===== config.mk =====
export PLATFORM = sky130hd
export DESIGN_NAME = irq_ctrl
export DESIGN_NICKNAME = d
export VERILOG_FILES = /design/src/rtl/irq_ctrl_pkg.sv /design/src/rtl/irq_ctrl_ctl.sv /design/src/rtl/irq_ctrl_dp.sv /design/src/rtl/irq_ctrl.sv
export SDC_FILE = /design/constraint.sdc
export NUM_CORES = 1
export LEC_CHECK = 0
export ABC_AREA = 1
export BUFFER_PORTS_ARGS = -buffer_cell sky130_fd_sc_hd__buf_4
export CAP_MARGIN = 0
export CORE_ASPECT_RATIO = 2
export CORE_MARGIN = 1.5
export CORE_UTILIZATION = 30
export CTS_CLUSTER_DIAMETER = 100
export DETAILED_ROUTE_END_ITERATION = 8
export HOLD_SLACK_MARGIN = 0.05
export PLACE_DENSITY_LB_ADDON = 0.3
export SYNTH_ARGS = -nofsm -noshare
export SYNTH_HDL_FRONTEND = slang
export SYNTH_SLANG_ARGS = --single-unit

===== constraint.sdc =====
create_clock -name clk -period 2.18 [get_ports clk]
set_clock_uncertainty 0.1 [all_clocks]
set_input_delay 0.327 -clock clk [delete_from_list [all_inputs] [get_ports clk]]
set_output_delay 0.327 -clock clk [all_outputs]
set_load 0.03 [all_outputs]

===== src/rtl/irq_ctrl_pkg.sv =====
package irq_ctrl_pkg;
  localparam int ADDR_W = 3;
  localparam int DATA_W = 32;

  localparam logic [ADDR_W-1:0] ADR_STATUS  = 3'd0;
  localparam logic [ADDR_W-1:0] ADR_PENDING = 3'd1;
  localparam logic [ADDR_W-1:0] ADR_ENABLE  = 3'd2;
  localparam logic [ADDR_W-1:0] ADR_ACK     = 3'd3;
  localparam logic [ADDR_W-1:0] ADR_MASTER  = 3'd4;
  localparam logic [ADDR_W-1:0] ADR_VECTOR  = 3'd5;

  localparam logic [DATA_W-1:0] VEC_NONE = '1;

  typedef struct packed {
    logic enableWrite;
    logic ackWrite;
    logic masterWrite;
  } ctlStrobe_t;
endpackage


===== src/rtl/irq_ctrl_ctl.sv =====
module irq_ctrl_ctl
  import irq_ctrl_pkg::*;
#(
  parameter int NUM_IN = 8
) (
  input  logic              wrEn,
  input  logic [ADDR_W-1:0] addr,
  input  logic [NUM_IN-1:0] statusVec,
  input  logic [NUM_IN-1:0] pendingVec,
  input  logic [NUM_IN-1:0] enableReg,
  input  logic              masterEn,
  input  logic [DATA_W-1:0] vectorIdx,
  output ctlStrobe_t        strobes,
  output logic [DATA_W-1:0] rdData
);
  always_comb begin
    strobes.enableWrite = wrEn && (addr == ADR_ENABLE);
    strobes.ackWrite    = wrEn && (addr == ADR_ACK);
    strobes.masterWrite = wrEn && (addr == ADR_MASTER);
  end

  always_comb begin
    rdData = '0;
    case (addr)
      ADR_STATUS:  rdData[NUM_IN-1:0] = statusVec;
      ADR_PENDING: rdData[NUM_IN-1:0] = pendingVec;
      ADR_ENABLE:  rdData[NUM_IN-1:0] = enableReg;
      ADR_MASTER:  rdData[0] = masterEn;
      ADR_VECTOR:  rdData = vectorIdx;
      default:     rdData = '0;
    endcase
  end
endmodule


===== src/rtl/irq_ctrl_dp.sv =====
module irq_ctrl_dp
  import irq_ctrl_pkg::*;
#(
  parameter int                NUM_IN      = 8,
  parameter int                SYNC_STAGES = 2,
  parameter logic [NUM_IN-1:0] EDGE_MASK   = '0,
  parameter logic [NUM_IN-1:0] POL_MASK    = '1,
  parameter bit                OUT_LEVEL   = 1'b1,
  parameter bit                OUT_POL     = 1'b1
) (
  input  logic              clk,
  input  logic              rstN,
  input  logic [NUM_IN-1:0] irqIn,
  input  logic [NUM_IN-1:0] wrBits,
  input  ctlStrobe_t        strobes,
  output logic [NUM_IN-1:0] statusVec,
  output logic [NUM_IN-1:0] pendingVec,
  output logic [NUM_IN-1:0] enableReg,
  output logic              masterEn,
  output logic [DATA_W-1:0] vectorIdx,
  output logic              irqOut
);
  localparam logic IDLE_LVL = ~OUT_POL;

  // normalise polarity: a 1 on condIn is always the active sense
  logic [NUM_IN-1:0] condIn;
  assign condIn = irqIn ~^ POL_MASK;

  for (genvar i = 0; i < NUM_IN; i++) begin : gLine
    if (EDGE_MASK[i]) begin : gEdge
      logic [SYNC_STAGES-1:0] syncChain;
      logic                   prevSync;
      logic                   latched;
      logic                   edgeSeen;
      logic                   ackHit;
      assign edgeSeen = syncChain[SYNC_STAGES-1] & ~prevSync;
      assign ackHit   = strobes.ackWrite & wrBits[i];
      always_ff @(posedge clk or negedge rstN) begin
        if (!rstN) begin
          syncChain <= '0;
          prevSync  <= 1'b0;
          latched   <= 1'b0;
        end else begin
          syncChain <= {syncChain[SYNC_STAGES-2:0], condIn[i]};
          prevSync  <= syncChain[SYNC_STAGES-1];
          latched   <= edgeSeen | (latched & ~ackHit);
        end
      end
      assign statusVec[i] = latched;
    end else begin : gLevel
      assign statusVec[i] = condIn[i];
    end
  end

  always_ff @(posedge clk or negedge rstN) begin
    if (!rstN) begin
      enableReg <= '0;
      masterEn  <= 1'b0;
    end else begin
      if (strobes.enableWrite) enableReg <= wrBits;
      if (strobes.masterWrite) masterEn  <= wrBits[0];
    end
  end

  assign pendingVec = statusVec & enableReg;

  always_comb begin
    vectorIdx = VEC_NONE;
    for (int i = NUM_IN - 1; i >= 0; i--) begin
      if (pendingVec[i]) vectorIdx = DATA_W'(i);
    end
  end

  logic reqActive;
  assign reqActive = (|pendingVec) & masterEn;

  if (OUT_LEVEL) begin : gOutLevel
    always_ff @(posedge clk or negedge rstN) begin
      if (!rstN) irqOut <= IDLE_LVL;
      else       irqOut <= reqActive ? OUT_POL : IDLE_LVL;
    end
  end else begin : gOutPulse
    logic activePrev;
    always_ff @(posedge clk or negedge rstN) begin
      if (!rstN) begin
        activePrev <= 1'b0;
        irqOut     <= IDLE_LVL;
      end else begin
        activePrev <= reqActive;
        irqOut     <= (reqActive & ~activePrev) ? OUT_POL : IDLE_LVL;
      end
    end
  end
endmodule


===== src/rtl/irq_ctrl.sv =====
module irq_ctrl
  import irq_ctrl_pkg::*;
#(
  parameter int                NUM_IN      = 8,
  parameter int                SYNC_STAGES = 2,
  parameter logic [NUM_IN-1:0] EDGE_MASK   = 8'h0F,
  parameter logic [NUM_IN-1:0] POL_MASK    = 8'h35,
  parameter bit                OUT_LEVEL   = 1'b1,
  parameter bit                OUT_POL     = 1'b1
) (
  input  logic                 clk,
  input  logic                 rstN,
  input  logic [NUM_IN-1:0]    irqIn,
  input  logic                 wrEn,
  input  logic [ADDR_W-1:0]    addr,
  input  logic [DATA_W-1:0]    wrData,
  output logic [DATA_W-1:0]    rdData,
  output logic                 irqOut
);
  ctlStrobe_t        strobes;
  logic [NUM_IN-1:0] statusVec;
  logic [NUM_IN-1:0] pendingVec;
  logic [NUM_IN-1:0] enableReg;
  logic              masterEn;
  logic [DATA_W-1:0] vectorIdx;

  irq_ctrl_ctl #(.NUM_IN(NUM_IN)) ctl_i (
    .wrEn(wrEn), .addr(addr), .statusVec(statusVec), .pendingVec(pendingVec),
    .enableReg(enableReg), .masterEn(masterEn), .vectorIdx(vectorIdx),
    .strobes(strobes), .rdData(rdData)
  );

  irq_ctrl_dp #(
    .NUM_IN(NUM_IN), .SYNC_STAGES(SYNC_STAGES), .EDGE_MASK(EDGE_MASK),
    .POL_MASK(POL_MASK), .OUT_LEVEL(OUT_LEVEL), .OUT_POL(OUT_POL)
  ) dp_i (
    .clk(clk), .rstN(rstN), .irqIn(irqIn), .wrBits(wrData[NUM_IN-1:0]),
    .strobes(strobes), .statusVec(statusVec), .pendingVec(pendingVec),
    .enableReg(enableReg), .masterEn(masterEn), .vectorIdx(vectorIdx),
    .irqOut(irqOut)
  );
endmodule


[Word-level counts from Yosys, hierarchy flattened]
Cells that the tools add are included.
Storage, ports and cells
  register bits after elaboration: 26
  input bits: 46
Operators by class
  eq/ne operators: 5
  multiplexer cells: 12
  bitwise logic cells: 27
  reduce and logical (&&, ||, !) cells: 5
Operators with widths (number)
  2-to-1 mux 32 bit: 8
  case mux 7 bit (4 select lines): 1
  2-to-1 mux 24 bit: 1
  bitwise AND 1 bit: 13
  bitwise AND 8 bit: 1
  NOT 1 bit: 8
  OR reduction 8 bit: 1
  equality test 3 x 2 -> 1 bit (second input constant): 2
  equality test 3 bit (second input constant): 2
  case mux 1 bit (5 select lines): 1
  NOT 4 bit: 1
  OR 1 bit: 4
  equality test 3 x 1 -> 1 bit (second input constant): 1
  logical AND 1 bit: 3
  logical NOT 3 bit: 1
  2-to-1 mux 1 bit: 1

[Logic depth before layout (Yosys ltp)]
Gate-level depths: netlist of the first run.
  depth in word-level cells: 11
  gate-level depth with buffers: 8

[Cells and area by module]
Synthesis of the first run repeated with hierarchy kept, for this count alone.
Second synthesis, totals
  cell total of the unflattened synthesis: 262
  area total of the unflattened synthesis: 1821.7 um^2
By module, submodules not included
  irq_ctrl_dp: times used 1, cells each 125, area each 1241.2 um^2
  irq_ctrl_ctl: times used 1, cells each 137, area each 580.6 um^2

[Worst setup path before layout of the first run]
Ideal clock, no wire load.
  path type: register -> output
  from: register dp_i.enableReg[1]
  to: output port rdData[10]
  data arrival time: 1697 ps
  data required time: 1753 ps
  path slack: 56 ps
  cell stages (with the launch flop): 7
  path buffers: 1
  cell sequence: dfrtp_1 -> nand2_1 -> nand2_1 -> nor2_1 -> nand3_1 -> inv_1 -> buf_4
Between the ends
  cells in the longest elaborated chain, start to end: 4
Ends and longest elaborated chain
  start: declaration: line irq_ctrl_dp.sv:18  | output logic [NUM_IN-1:0] enableReg,
  start signal: assignment: line irq_ctrl_dp.sv:60  | if (strobes.enableWrite) enableReg <= wrBits;
  bitwise AND 8 bit: line irq_ctrl_dp.sv:65  | assign pendingVec = statusVec & enableReg;
  2-to-1 mux 32 bit (2 in a row): line irq_ctrl_dp.sv:70  | if (pendingVec[i]) vectorIdx = DATA_W'(i);
  2-to-1 mux 24 bit: line irq_ctrl_ctl.sv:24  | case (addr)
  end: declaration: line irq_ctrl.sv:17  | output logic [DATA_W-1:0] rdData,
Every way passes these cells.

[Final worst setup path of the first run]
  from: register dp_i.enableReg[0]
  to: output port rdData[9]
Between the ends
  cells in the longest elaborated chain, start to end: 3
Ends and longest elaborated chain (line)
  bitwise AND 8 bit: irq_ctrl_dp.sv:65
  2-to-1 mux 32 bit: irq_ctrl_dp.sv:70
  2-to-1 mux 24 bit: irq_ctrl_ctl.sv:24
Every way passes these cells.

==> results.json, run 1 <==
{
  "run_status": "finished, final reports clean",
  "finalHoldViolCount": 0,
  "yosys-top-cells-count": "nand2_1, dfrtp_1, buf_4",
  "setup_viol": 0,
  "peakVddDrop_mv": 0.434,
  "maxCapViolCount": 0,
  "arrival_ns": 1.63,
  "grt_max_degree": 27,
  "cts.path.max_buffers": 2,
  "core-area_mm2": 0.00434,
  "ys_types": 18,
  "leakagePower_nw": 0.929,
  "viasPerCell": 4.51,
  "rsz0062_at_grt": "no",
  "async_flop_share": 1.00,
  "synth-edff-count": 0,
  "clock_latency_ns": 0.27,
  "synth_area_mm2": 0.00134,
  "fp-row-count": 34,
  "synthTopCellsByArea": "dfrtp_1, buf_4, nand2_1",
  "start_util": 0.309,
  "syn_nets": 207,
  "yosys_most_used_dff": "dfrtp_1",
  "dp_hpwl_mm": 2.34,
  "drive_gt1_frac": 0.332,
  "worst_slew_margin_rel": 0.692,
  "io-pin-count": 79,
  "ys_warn_count": 0,
  "max_freq_mhz": 485,
  "portBuffers": 54,
  "first_pass_iters": 4,
  "ys_ff_latch": 26,
  "die_area_mm2": 0.00491,
  "cts_root_buf": "clkbuf_8",
  "drt-initial-drc-count": 9,
  "insertedDiodeCount": 0,
  "ant_nets": 0,
  "yosysMostFrequentCell": "nand2_1",
  "synthCells": 161,
  "area.growth.synth_to_final_pct": 31.8,
  "worst-r2r-setup-slack_ns": 1.07,
  "drc": 0,
  "syn_avg_cell_area_um2": 8.33,
  "crit_path_end_kind": "output pin",
  "antenna_found_initial": 0,
  "finalSetupTns_ns": 0,
  "fin_crit_sh": 0.945,
  "routed_wl_mm": 2.94,
  "cp_max_fo": 24,
  "finalNetCount": 246,
  "die_h_um": 97.6,
  "fp.dieW_um": 50.3,
  "yosysTopAreaCell": "dfrtp_1",
  "p_per_area_mw_per_mm2": 718,
  "placed_area_mm2": 0.00167,
  "cts_made_buffers": 3,
  "worst_slew_pin_slew_ns": 0.461,
  "seq_area_frac_synth": 0.485,
  "min_path_type": "input port to register",
  "finalWeightedCongestion": 0.892,
  "worstSetupStartpointType": "register",
  "via_count": 1140,
  "crit_type": "register to output pin",
  "h-tree-depth": 1,
  "grt_pass1_vias": 1027,
  "worstPathRequired_ns": 1.75,
  "cts_tree": "yes",
  "synth_top_area_frac": 0.485,
  "wl_per_cell_um": 11.6,
  "drv_slew": 0,
  "clock-sinks": 26,
  "grt_usage": 0.124,
  "cts_setup_buffers": 0,
  "stdcell_area_mm2": 0.00177,
  "final_util": 0.407,
  "gr-total-overflow": 0,
  "grt_first_pass_wirelength_mm": 4.65,
  "fin_crit_ns": 2.06,
  "clk_pin_slew_ns": 0.09
}
==> cells by family (layout without fill, tap and decap cells) <==
family | after synthesis | count (layout) | synth area share
buf+inv | 42 | 80 | 0.184
simple gates | 70 | 70 | 0.229
flops | 26 | 26 | 0.485
compound gates | 23 | 23 | 0.103
==> cells in the final DEF (no fill, tap or decap), drive strengths merged, types with 2 or more instances in the layout <==
| cell type | synthesis | routed |
|---|---|---|
| buf | 25 | 57 |
| nand2 | 41 | 41 |
| dfrtp | 26 | 26 |
| nand3 | 18 | 18 |
| inv | 16 | 16 |
| o21ai | 14 | 14 |
| nor2 | 6 | 6 |
| o2111ai | 4 | 4 |
| nand4 | 3 | 3 |
| clkbuf | 0 | 3 |
| o211ai | 2 | 2 |
| a21oi | 2 | 2 |
| dlygate4sd3 | 0 | 2 |
| nor3 | 2 | 2 |
==> sequential cells by signal, summed over array words and instances, names as in the netlist <==
name / count
dp_i.enableReg: 8
dp_i.gLine.gEdge.syncChain: 8
dp_i.gLine.gEdge.latched: 4
dp_i.gLine.gEdge.prevSync: 4
dp_i.irqOut: 1
dp_i.masterEn: 1
==> worst max-delay path, stage by stage (launching register included) <==
cell and delay [ns]:
dfrtp_1 0.44, nand2_1 0.08, nand2_1 0.07, nor2_2 0.18, nand3_2 0.15, inv_1 0.12, buf_12 0.15, buf_4 0.17
==> area by class of cell <==
class / instances / area [um2]
fillers: 466 / 2570
flip-flops and latches: 26 / 651
repair buffers: 59 / 460
multi-input cells: 93 / 454
well taps: 54 / 67.6
inverters: 17 / 63.8
clock buffers: 3 / 41.3
clock inverters: 1 / 30.0
==> layer usage <==
metal | global-route usage | vias to the layer above | wire length (um)
li1 | - | 578 | -
met1 | 0.125 | 509 | 1020
met2 | 0.232 | 47 | 1650
met3 | 0.0154 | 6 | 182
met4 | 0.0641 | 0 | 80
met5 | 0 | - | 0
==> stage by stage <==
step                worst slack [ns]  total power [mW]  std cells  hold WS (ns)
floorplan                     0.0555             0.765        161       -0.0686
global placement               0.160             0.878        247         0.147
detailed placement             0.151             0.883        247         0.152
CTS                           0.0398              1.28        252        0.0525
global route                  0.0254              1.33        253        0.0555
finish                         0.119              1.27        253        0.0588
==> power breakdown <==
| group | total, mW | switching [mW] | internal (mW) |
|---|---|---|---|
| combinational | 0.304 | 0.186 | 0.118 |
| clock | 0.393 | 0.148 | 0.246 |
| sequential | 0.573 | 0.0405 | 0.533 |
| total | 1.27 | 0.374 | 0.896 |
==> path summary, 6_finish.rpt <==
kind,from,end,depth (start not counted)
worst min register to register,dp_i.gLine[0].gEdge.syncChain[0],dp_i.gLine[0].gEdge.syncChain[1],0
worst min-delay path,irqIn[2],dp_i.gLine[2].gEdge.syncChain[0],1
max in group asynchronous,rstN,dp_i.enableReg[6],2
worst max register to register,dp_i.enableReg[4],dp_i.irqOut,4
min in group asynchronous,rstN,dp_i.gLine[0].gEdge.syncChain[0],2
worst max-delay path,dp_i.enableReg[0],rdData[9],7
==> repair_timing <==
| item | CTS | global route |
|---|---|---|
| cloned | 0 | 0 |
| endpoints found under the hold margin | 26 | 1 |
| hold buffers | 1 | 1 |
| endpoints found under the setup margin | 24 | 24 |
| resized for setup | 1 | 2 |
Power figures use the tool's default switching activity.
==> run 2, diff against run 1 <==
- CORE_ASPECT_RATIO: 2 -> unset
- MAX_ROUTING_LAYER: unset -> met4
==> results.json, run 2 (synthesis results as in run 1) <==
{
  "run_status": "finished, final reports clean",
  "multi_input_area_um2": 452,
  "timing.hold.ws_ns": 0.0835,
  "maxCapViolCount": 0,
  "r2r_cells": 4,
  "worstPathRequired_ns": 1.75,
  "worstHoldStart": "irqIn[1]",
  "drt-initial-drc-count": 31,
  "clock-sinks": 26,
  "cp_cell_sequence": "nand2_1, nand2_1, nor2_2, nand3_2, inv_1, buf_12, buf_4",
  "crit_cells": 7,
  "worst-r2r-setup-slack_ns": 1.09,
  "rsz0062_at_grt": "no",
  "wl_per_cell_um": 11.4,
  "fin_ws_ns": 0.174,
  "critical_path.reg2reg.endpoint": "dp_i.irqOut",
  "first_pass_iters": 4,
  "clk_pin_slew_ns": 0.09,
  "reg_top3": "dp_i.enableReg x8, dp_i.gLine.gEdge.syncChain x8",
  "register_area_um2": 652,
  "fin_crit_ns": 2.01,
  "worst_slew_margin_rel": 0.695,
  "grt_max_degree": 27,
  "cts_tree": "yes",
  "viasPerCell": 4.51,
  "core-area_mm2": 0.00432,
  "wl_met3_um": 235,
  "cts_root_buf": "clkbuf_8",
  "area.growth.synth_to_final_pct": 32.8,
  "drive_gt1_frac": 0.333,
  "met2_length_mm": 1.38,
  "grt_usage": 0.124,
  "stdcell_area_mm2": 0.00178,
  "arrival_ns": 1.58,
  "placed_area_mm2": 0.00167,
  "p_per_area_mw_per_mm2": 716,
  "post-place-ws_ns": 0.231,
  "worstSetupStartpointType": "register",
  "min_path_type": "input port to register",
  "fin_crit_sh": 0.920,
  "crit_type": "register to output pin",
  "final_common_cell": "buf_4",
  "crit_path_frequent_cell": "nand2_1",
  "slowest_delay_ns": 0.41,
  "cts_made_buffers": 3,
  "gr-total-overflow": 0,
  "portBuffers": 54,
  "peakVddDrop_mv": 0.361,
  "final_util": 0.412,
  "crit_buf_inv": 3,
  "m1WireLength_mm": 1.26,
  "worst_slew_pin_slew_ns": 0.454,
  "fp-row-count": 24,
  "ant_nets": 0,
  "routed_wl_mm": 2.89,
  "critical_path.slowest_cell": "dfrtp_1",
  "via_count": 1142,
  "cts_setup_buffers": 0,
  "grt_first_pass_wirelength_mm": 4.80,
  "setup_viol": 0,
  "final.fill_count": 466,
  "cts.path.max_buffers": 2,
  "finalHoldViolCount": 0,
  "finalNetCount": 248,
  "leakagePower_nw": 0.936,
  "startpoint": "dp_i.enableReg[1]",
  "h-tree-depth": 1,
  "start_util": 0.310,
  "crit_path_end_kind": "output pin",
  "insertedDiodeCount": 0,
  "path_delay_family": "simple AND/OR/NAND/NOR gates",
  "crit_path_end": "rdData[22]",
  "dr.max_layer_used": "met4",
  "io-pin-count": 79,
  "antenna_found_initial": 0,
  "drc": 0,
  "dp_hpwl_mm": 2.22,
  "die_h_um": 69.9,
  "clock_latency_ns": 0.27,
  "die_area_mm2": 0.00488,
  "fp.dieW_um": 69.9,
  "cp_max_fo": 24,
  "rr_startpoint": "dp_i.enableReg[5]",
  "drv_slew": 0,
  "most-common-layout-cells": "buf_4, nand2_1, dfrtp_1, nand3_1, inv_1",
  "finalSetupTns_ns": 0,
  "max_freq_mhz": 499,
  "grt_pass1_vias": 1064,
  "finalWeightedCongestion": 0.800
}
[run 2: cell types whose count changed in the layout (fill, tap and decap cells not counted)]
cell,change
dfrtp_2,+1
buf_4,+1
nor2_2,-1
nor2_1,+1
dlygate4sd3_1,+1
dfrtp_1,-1
[run 2: per-layer routing]
| metal | track usage | vias up |
|---|---|---|
| li1 | - | 589 |
| met1 | 0.151 | 509 |
| met2 | 0.207 | 42 |
| met3 | 0.0390 | 2 |
| met4 | 0.0192 | 0 |
| met5 | - | - |
[run 2: layout make-up]
class	count	share of cell area
Multi-Input combinational cell	93	0.254
Clock buffer	3	0.0232
Sequential cell	26	0.366
Timing Repair Buffer	61	0.268
Tap cell	52	0.0365
Clock inverter	1	0.0169
Inverter	17	0.0358
[run 2: worst min path at each step]
stage | to | slack (ns) | cells after the start
finish | dp_i.gLine[1].gEdge.syncChain[0] | 0.08 | 2
global route | dp_i.gLine[3].gEdge.syncChain[0] | 0.07 | 2
CTS | dp_i.gLine[2].gEdge.syncChain[0] | 0.05 | 1
detailed placement | dp_i.gLine[0].gEdge.syncChain[0] | 0.16 | 1
global placement | dp_i.gLine[0].gEdge.syncChain[0] | 0.16 | 1
floorplan | dp_i.enableReg[0] | -0.07 | 0
[run 2: power breakdown]
part	leakage (nW)	internal, mW	switching, mW
clock	0.0357	0.246	0.156
combinational	0.601	0.119	0.182
sequential	0.300	0.533	0.0408
[run 2: metrics by stage]
stage / power (mW) / cells
floorplan: 0.765 / 161
global placement: 0.876 / 246
detailed placement: 0.880 / 246
CTS: 1.29 / 252
global route: 1.35 / 253
finish: 1.28 / 253
[run 2: timing repair]
| action | 4_1_cts | 5_1_grt |
|---|---|---|
| setup endpoints to repair | 0 | 28 |
| hold endpoints to repair | 27 | 1 |
| resized for setup | 0 | 3 |
| hold buffers | 2 | 1 |
